**src/rtl/rot_pkg.sv**
```systemverilog
package rot_pkg;

    typedef enum logic [2:0] {
        OP_RR    = 3'd0,
        OP_RL    = 3'd1,
        OP_RRC   = 3'd2,
        OP_RLC   = 3'd3,
        OP_DIG_R = 3'd4,
        OP_DIG_L = 3'd5,
        OP_RSV6  = 3'd6,
        OP_RSV7  = 3'd7
    } rot_op_e;

    typedef struct packed {
        logic is_bit;
        logic is_dig;
        logic left;
        logic thru_cy;
    } rot_dec_t;

    function automatic rot_dec_t rot_decode(input logic [2:0] code);
        rot_dec_t d;
        d = '0;
        case (rot_op_e'(code))
            OP_RR:    begin d.is_bit = 1'b1; end
            OP_RL:    begin d.is_bit = 1'b1; d.left = 1'b1; end
            OP_RRC:   begin d.is_bit = 1'b1; d.thru_cy = 1'b1; end
            OP_RLC:   begin d.is_bit = 1'b1; d.left = 1'b1; d.thru_cy = 1'b1; end
            OP_DIG_R: begin d.is_dig = 1'b1; end
            OP_DIG_L: begin d.is_dig = 1'b1; d.left = 1'b1; end
            default:  d = '0;
        endcase
        return d;
    endfunction

endpackage

```
**src/rtl/rot_bit_path.sv**
```systemverilog
module rot_bit_path #(
    parameter int DATA_W = 8,
    parameter bit LEFT   = 1'b0
) (
    input  logic [DATA_W-1:0] a,
    input  logic              cy_in,
    input  logic              thru_cy,
    output logic [DATA_W-1:0] r,
    output logic              cy_new
);
    logic fill;

    generate
        if (LEFT) begin : g_left
            assign fill   = thru_cy ? cy_in : a[DATA_W-1];
            assign r      = {a[DATA_W-2:0], fill};
            assign cy_new = a[DATA_W-1];
        end else begin : g_right
            assign fill   = thru_cy ? cy_in : a[0];
            assign r      = {fill, a[DATA_W-1:1]};
            assign cy_new = a[0];
        end
    endgenerate
endmodule

```
**src/rtl/rot_digit_path.sv**
```systemverilog
module rot_digit_path #(
    parameter int DATA_W = 8,
    parameter bit LEFT   = 1'b0
) (
    input  logic [DATA_W-1:0] a,
    input  logic [DATA_W-1:0] m,
    output logic [DATA_W-1:0] a_new,
    output logic [DATA_W-1:0] m_new
);
    localparam int NIB = DATA_W / 2;

    logic [NIB-1:0] a_lo, m_lo, m_hi;

    assign a_lo = a[NIB-1:0];
    assign m_lo = m[NIB-1:0];
    assign m_hi = m[DATA_W-1:NIB];

    generate
        if (LEFT) begin : g_left
            assign a_new = {a[DATA_W-1:NIB], m_hi};
            assign m_new = {m_lo, a_lo};
        end else begin : g_right
            assign a_new = {a[DATA_W-1:NIB], m_lo};
            assign m_new = {a_lo, m_hi};
        end
    endgenerate
endmodule

```
**src/rtl/rot_out_stage.sv**
```systemverilog
module rot_out_stage #(
    parameter int DATA_W = 8
) (
    input  logic              clk,
    input  logic              rst,
    input  logic              vld_d,
    input  logic [DATA_W-1:0] acc_d,
    input  logic [DATA_W-1:0] mem_d,
    input  logic              mwe_d,
    input  logic              cy_d,
    input  logic              cwe_d,
    output logic              vld_q,
    output logic [DATA_W-1:0] acc_q,
    output logic [DATA_W-1:0] mem_q,
    output logic              mwe_q,
    output logic              cy_q,
    output logic              cwe_q
);
    always_ff @(posedge clk) begin
        if (rst) begin
            vld_q <= 1'b0;
            acc_q <= '0;
            mem_q <= '0;
            mwe_q <= 1'b0;
            cy_q  <= 1'b0;
            cwe_q <= 1'b0;
        end else begin
            vld_q <= vld_d;
            acc_q <= acc_d;
            mem_q <= mem_d;
            mwe_q <= mwe_d;
            cy_q  <= cy_d;
            cwe_q <= cwe_d;
        end
    end
endmodule

```
**src/rtl/nib_rot_unit.sv**
```systemverilog
module nib_rot_unit
    import rot_pkg::*;
#(
    parameter int DATA_W = 8
) (
    input  logic              clk,
    input  logic              rst,
    input  logic              op_valid,
    input  logic [2:0]        op_sel,
    input  logic [DATA_W-1:0] acc_in,
    input  logic [DATA_W-1:0] mem_in,
    input  logic              cy_in,
    output logic              res_valid,
    output logic [DATA_W-1:0] acc_out,
    output logic [DATA_W-1:0] mem_out,
    output logic              mem_we,
    output logic              cy_out,
    output logic              cy_we
);
    localparam int NDIR = 2;

    rot_dec_t dec;
    assign dec = rot_decode(op_sel);

    logic [DATA_W-1:0] bit_r  [NDIR];
    logic              bit_cy [NDIR];
    logic [DATA_W-1:0] dig_a  [NDIR];
    logic [DATA_W-1:0] dig_m  [NDIR];

    generate
        for (genvar g = 0; g < NDIR; g++) begin : g_dir
            rot_bit_path #(.DATA_W(DATA_W), .LEFT(g == 1)) u_bit (
                .a       (acc_in),
                .cy_in   (cy_in),
                .thru_cy (dec.thru_cy),
                .r       (bit_r[g]),
                .cy_new  (bit_cy[g])
            );
            rot_digit_path #(.DATA_W(DATA_W), .LEFT(g == 1)) u_dig (
                .a     (acc_in),
                .m     (mem_in),
                .a_new (dig_a[g]),
                .m_new (dig_m[g])
            );
        end
    endgenerate

    logic [DATA_W-1:0] acc_d, mem_d;
    logic              cy_d, mwe_d, cwe_d;

    always_comb begin
        acc_d = acc_in;
        mem_d = mem_in;
        cy_d  = cy_in;
        mwe_d = 1'b0;
        cwe_d = 1'b0;
        if (op_valid) begin
            if (dec.is_bit) begin
                acc_d = bit_r[dec.left];
                cy_d  = bit_cy[dec.left];
                cwe_d = 1'b1;
            end else if (dec.is_dig) begin
                acc_d = dig_a[dec.left];
                mem_d = dig_m[dec.left];
                mwe_d = 1'b1;
            end
        end
    end

    rot_out_stage #(.DATA_W(DATA_W)) u_out (
        .clk   (clk),
        .rst   (rst),
        .vld_d (op_valid),
        .acc_d (acc_d),
        .mem_d (mem_d),
        .mwe_d (mwe_d),
        .cy_d  (cy_d),
        .cwe_d (cwe_d),
        .vld_q (res_valid),
        .acc_q (acc_out),
        .mem_q (mem_out),
        .mwe_q (mem_we),
        .cy_q  (cy_out),
        .cwe_q (cy_we)
    );
endmodule

```
**config.mk**
```make
export PLATFORM = sky130hd
export DESIGN_NAME = nib_rot_unit
export DESIGN_NICKNAME = d
export VERILOG_FILES = /design/src/rtl/rot_pkg.sv /design/src/rtl/rot_bit_path.sv /design/src/rtl/rot_digit_path.sv /design/src/rtl/rot_out_stage.sv /design/src/rtl/nib_rot_unit.sv
export SDC_FILE = /design/constraint.sdc
export NUM_CORES = 1
export LEC_CHECK = 0
export CELL_PAD_IN_SITES_DETAIL_PLACEMENT = 1
export CELL_PAD_IN_SITES_GLOBAL_PLACEMENT = 1
export CORE_MARGIN = 3
export CORE_UTILIZATION = 31
export DETAILED_ROUTE_END_ITERATION = 8
export GPL_TIMING_DRIVEN = 0
export PLACE_DENSITY = 0.89
export SLEW_MARGIN = 20
export SYNTH_ARGS = -nofsm -noshare
export SYNTH_HDL_FRONTEND = slang
export SYNTH_SLANG_ARGS = --single-unit
```
**constraint.sdc**
```tcl
create_clock -name clk -period 2.05 [get_ports clk]
set_input_delay 0.615 -clock clk [delete_from_list [all_inputs] [get_ports clk]]
set_output_delay 0.615 -clock clk [all_outputs]
set_load 0.005 [all_outputs]
```
==> results by group <==
Outcome
  – Outcome: finished clean

Detailed routing
  – Final ANT Viol Nets: 0
  – Met2 wire length: 1670 um
  – 1st-pass router iterations: 4
  – Routed wire per std cell: 16.8 um
  – WL met3: 144 um
  – Uppermost layer routed: met4
  – WL met1: 1420 um
  – Vias per cell: 5.18
  – DRT iter0 DRCs: 31
  – Post-route DRC: 0
  – Via count: 1020
  – Routed Wire Length: 3320 um

GRT
  – Vias in the first global route: 1042
  – Maximum number of pins on one net before global-route repair: 12
  – Initial antenna violation count: 0
  – Overflow after GRT: 0
  – Tot GR Track Use: 17.0%
  – Global-route wire length before repair: 5200 um

Power
  – Leak: 0.567 nW
  – Comb pwr share: 25.8%
  – Flop pwr share: 47.5%
  – Power Density: 600 mW/mm2
  – Peak VDD IR: 0.230 mV
  – Int Power: 652 uW
  – Clock share of power: 26.7%
  – Switching power of the nets: 236 uW
  – Sw Share: 26.5%

Setup path
  – Crit path arrival time: 2.14 ns
  – Crit start category: input pin
  – Slowest CP cell: clkdlybuf4s50_1
  – WS Path Type: input pin to register
  – Critical Path RT: 2.24 ns
  – Crit path launch: op_sel[0]
  – Crit-path max cell delay: 0.55 ns
  – Crit path max-delay family: buffers and inverters
  – Worst Path Max Fanout: 10
  – CP endpoint kind: register
  – Worst-path cell chain: clkdlybuf4s50_1 -> buf_2 -> mux2_2 -> a222oi_1 -> nor2_1
  – WP buf/inv: 2

Timing
  – Fmax: 0.512 GHz
  – Fin. max-slew vios: 0
  – Setup violations, final: 0
  – Slew margin rel.: 64.1%
  – RSZ-0062 raised after global routing: false
  – Hold Violations, Final: 0
  – Final min period: 1.95 ns
  – Slew @ Worst Pin: 0.539 ns
  – Final period utilization: 95.4%

Die
  – Core ar.: 0.00288 mm2
  – # rows: 19
  – Die area: 0.00387 mm2
  – Die height: 62.2 um
  – Ports: 43
  – Starting Density: 34.1%
  – Chip width: 62.2 um

Cells and area
  – Area of the multi-input gates: 508 um2
  – Sequential Area: 400 um2
  – Layout Cells excl Fill: 197
  – Final #Nets: 179
  – Syn-to-layout area delta: 51.0%
  – Share of layout cells above drive strength 1: 14.2%
  – Fillers: 337
  – Antenna diodes: 0
  – Design area: 0.00148 mm2

Yosys
  – Post-synthesis xor/xnor area fraction: 0%
  – Warnings from Yosys: 0
  – Mux share of post-synthesis cell area: 7.92%
  – Post-synthesis sequential area ratio: 40.9%
  – Cell Area, Synth: 980 um2
  – Compound-Gate Fraction of Synth Area: 23.1%
  – Synthesized-area fraction occupied by adder cells: 0%
  – Post-Synth Simple-Gate Area: 20.8%
  – Post-synthesis register bit count: 20
  – Avg Cell Area, Syn: 8.91 um2
  – Mapped Cells: 110
  – Largest family of logic cells by synthesized area: compound AO/OA/AOI/OAI gates
  – Synth unique cells: 31
  – Syn_nets: 133

Worst hold path
  – Min-delay src: op_sel[1]
  – Hold Crit Class: input pin to register

CTS
  – CTS tree: built
  – Post-CTS Setup Inserts: 0
  – Cts hold-fix bufs: 0
  – TritonCTS Buffers: 3
  – Worst-path clk slew: 0.12 ns
  – CTS resizes: 0
  – CTS sink cnt: 20
  – CTS H-tree lvls: 1
  – CTS root buf: clkbuf_4
  – Clk buf depth: 2

Placed design
  – PortBufs: 41
  – RD Place Congestion: 0.768
  – DP Wirelength: 2540 um
  – Placed cell area: 0.00144 mm2
  – Placed cell count: 193

Flow run
  – Number of max-cap violations: 0
cells in the mapped netlist (all sizes together):
cell	number	area share, %
a211o	1	0.89
a211oi	1	0.77
a21bo	2	2.0
a21boi	1	1.1
a21oi	1	0.51
a221oi	1	0.89
a222oi	2	2.0
a22oi	2	1.5
a311oi	12	11
and2	1	0.64
and2b	1	0.77
and3b	1	0.89
buf	8	6.5
clkbuf	1	0.38
dfxtp	20	41
inv	1	0.38
mux2	6	6.9
mux2i	1	1.0
nand2	22	8.4
nand2b	1	0.64
nor2	18	7.2
nor2b	2	1.3
nor4bb	1	1.0
o21ai	2	1.0
o221ai	1	0.89
layout make-up:
type / count / area share (%)
multi-input combinational: 80 / 34.3
inverter: 1 / 0.254
timing repair buffer: 41 / 27.7
clock buffer: 4 / 2.45
buffer: 9 / 4.57
sequential: 20 / 27.1
tap: 42 / 3.55
layout by cell type (no fill, tap or decap), drive strengths merged:
master,Yosys,routed
clkbuf,1,5
nor2,18,18
and2,1,1
a211o,1,1
a222oi,2,2
nor2b,2,2
o21ai,2,2
a211oi,1,1
and2b,1,1
dfxtp,20,20
a21bo,2,2
a22oi,2,2
inv,1,1
nand2b,1,1
nand2,22,22
clkdlybuf4s50,0,41
o221ai,1,1
a221oi,1,1
buf,8,8
a311oi,12,12
a21boi,1,1
a21oi,1,1
nor4bb,1,1
mux2,6,6
and3b,1,1
mux2i,1,1
path summary, 6_finish.rpt:
path	endpoint	slack [ns]	depth (start not counted)
min	u_out.mwe_q	0.52	2
max	u_out.acc_q[2]	0.1	5
per-layer routing:
metal	global-route usage, %	vias to the layer above
li1	-	486
met1	19.8	488
met2	29.3	38
met3	2.88	8
met4	9.67	0
met5	0	-
registers in the layout (all words and copies together) (netlist names):
register,count
u_out.acc_q,8
u_out.cwe_q,1
u_out.cy_q,1
u_out.mwe_q,1
u_out.mem_q,8
u_out.vld_q,1
power by group through the flow:
stage | combinational [mW] | sequential (mW) | clock [mW]
after floorplan | 0.0917 | 0.434 | 0
final | 0.229 | 0.422 | 0.237
after global routing | 0.247 | 0.424 | 0.262
after detailed placement | 0.228 | 0.431 | 0
after global placement | 0.219 | 0.429 | 0
after CTS | 0.230 | 0.422 | 0.245
cells by family after synthesis:
kind of cell,Yosys count
compound gates,26
buf+inv,10
flops,20
mux,7
simple gates,47
per-stage QoR:
step / hold slack, ns / TNS (ns) / total power [mW] / setup slack [ns] / utilization, %
after floorplan: 0.705 / 0 / 0.526 / 0.545 / -
after global placement: 0.850 / -1.69 / 0.649 / -0.233 / 50.2
after detailed placement: 0.853 / -2.10 / 0.660 / -0.226 / 50.2
after CTS: 0.514 / 0 / 0.897 / 0.105 / 51.4
after global routing: 0.515 / 0 / 0.933 / 0.0125 / 51.4
final: 0.519 / 0 / 0.888 / 0.0951 / 51.4
Note: power is estimated with default switching activity, not from simulation.
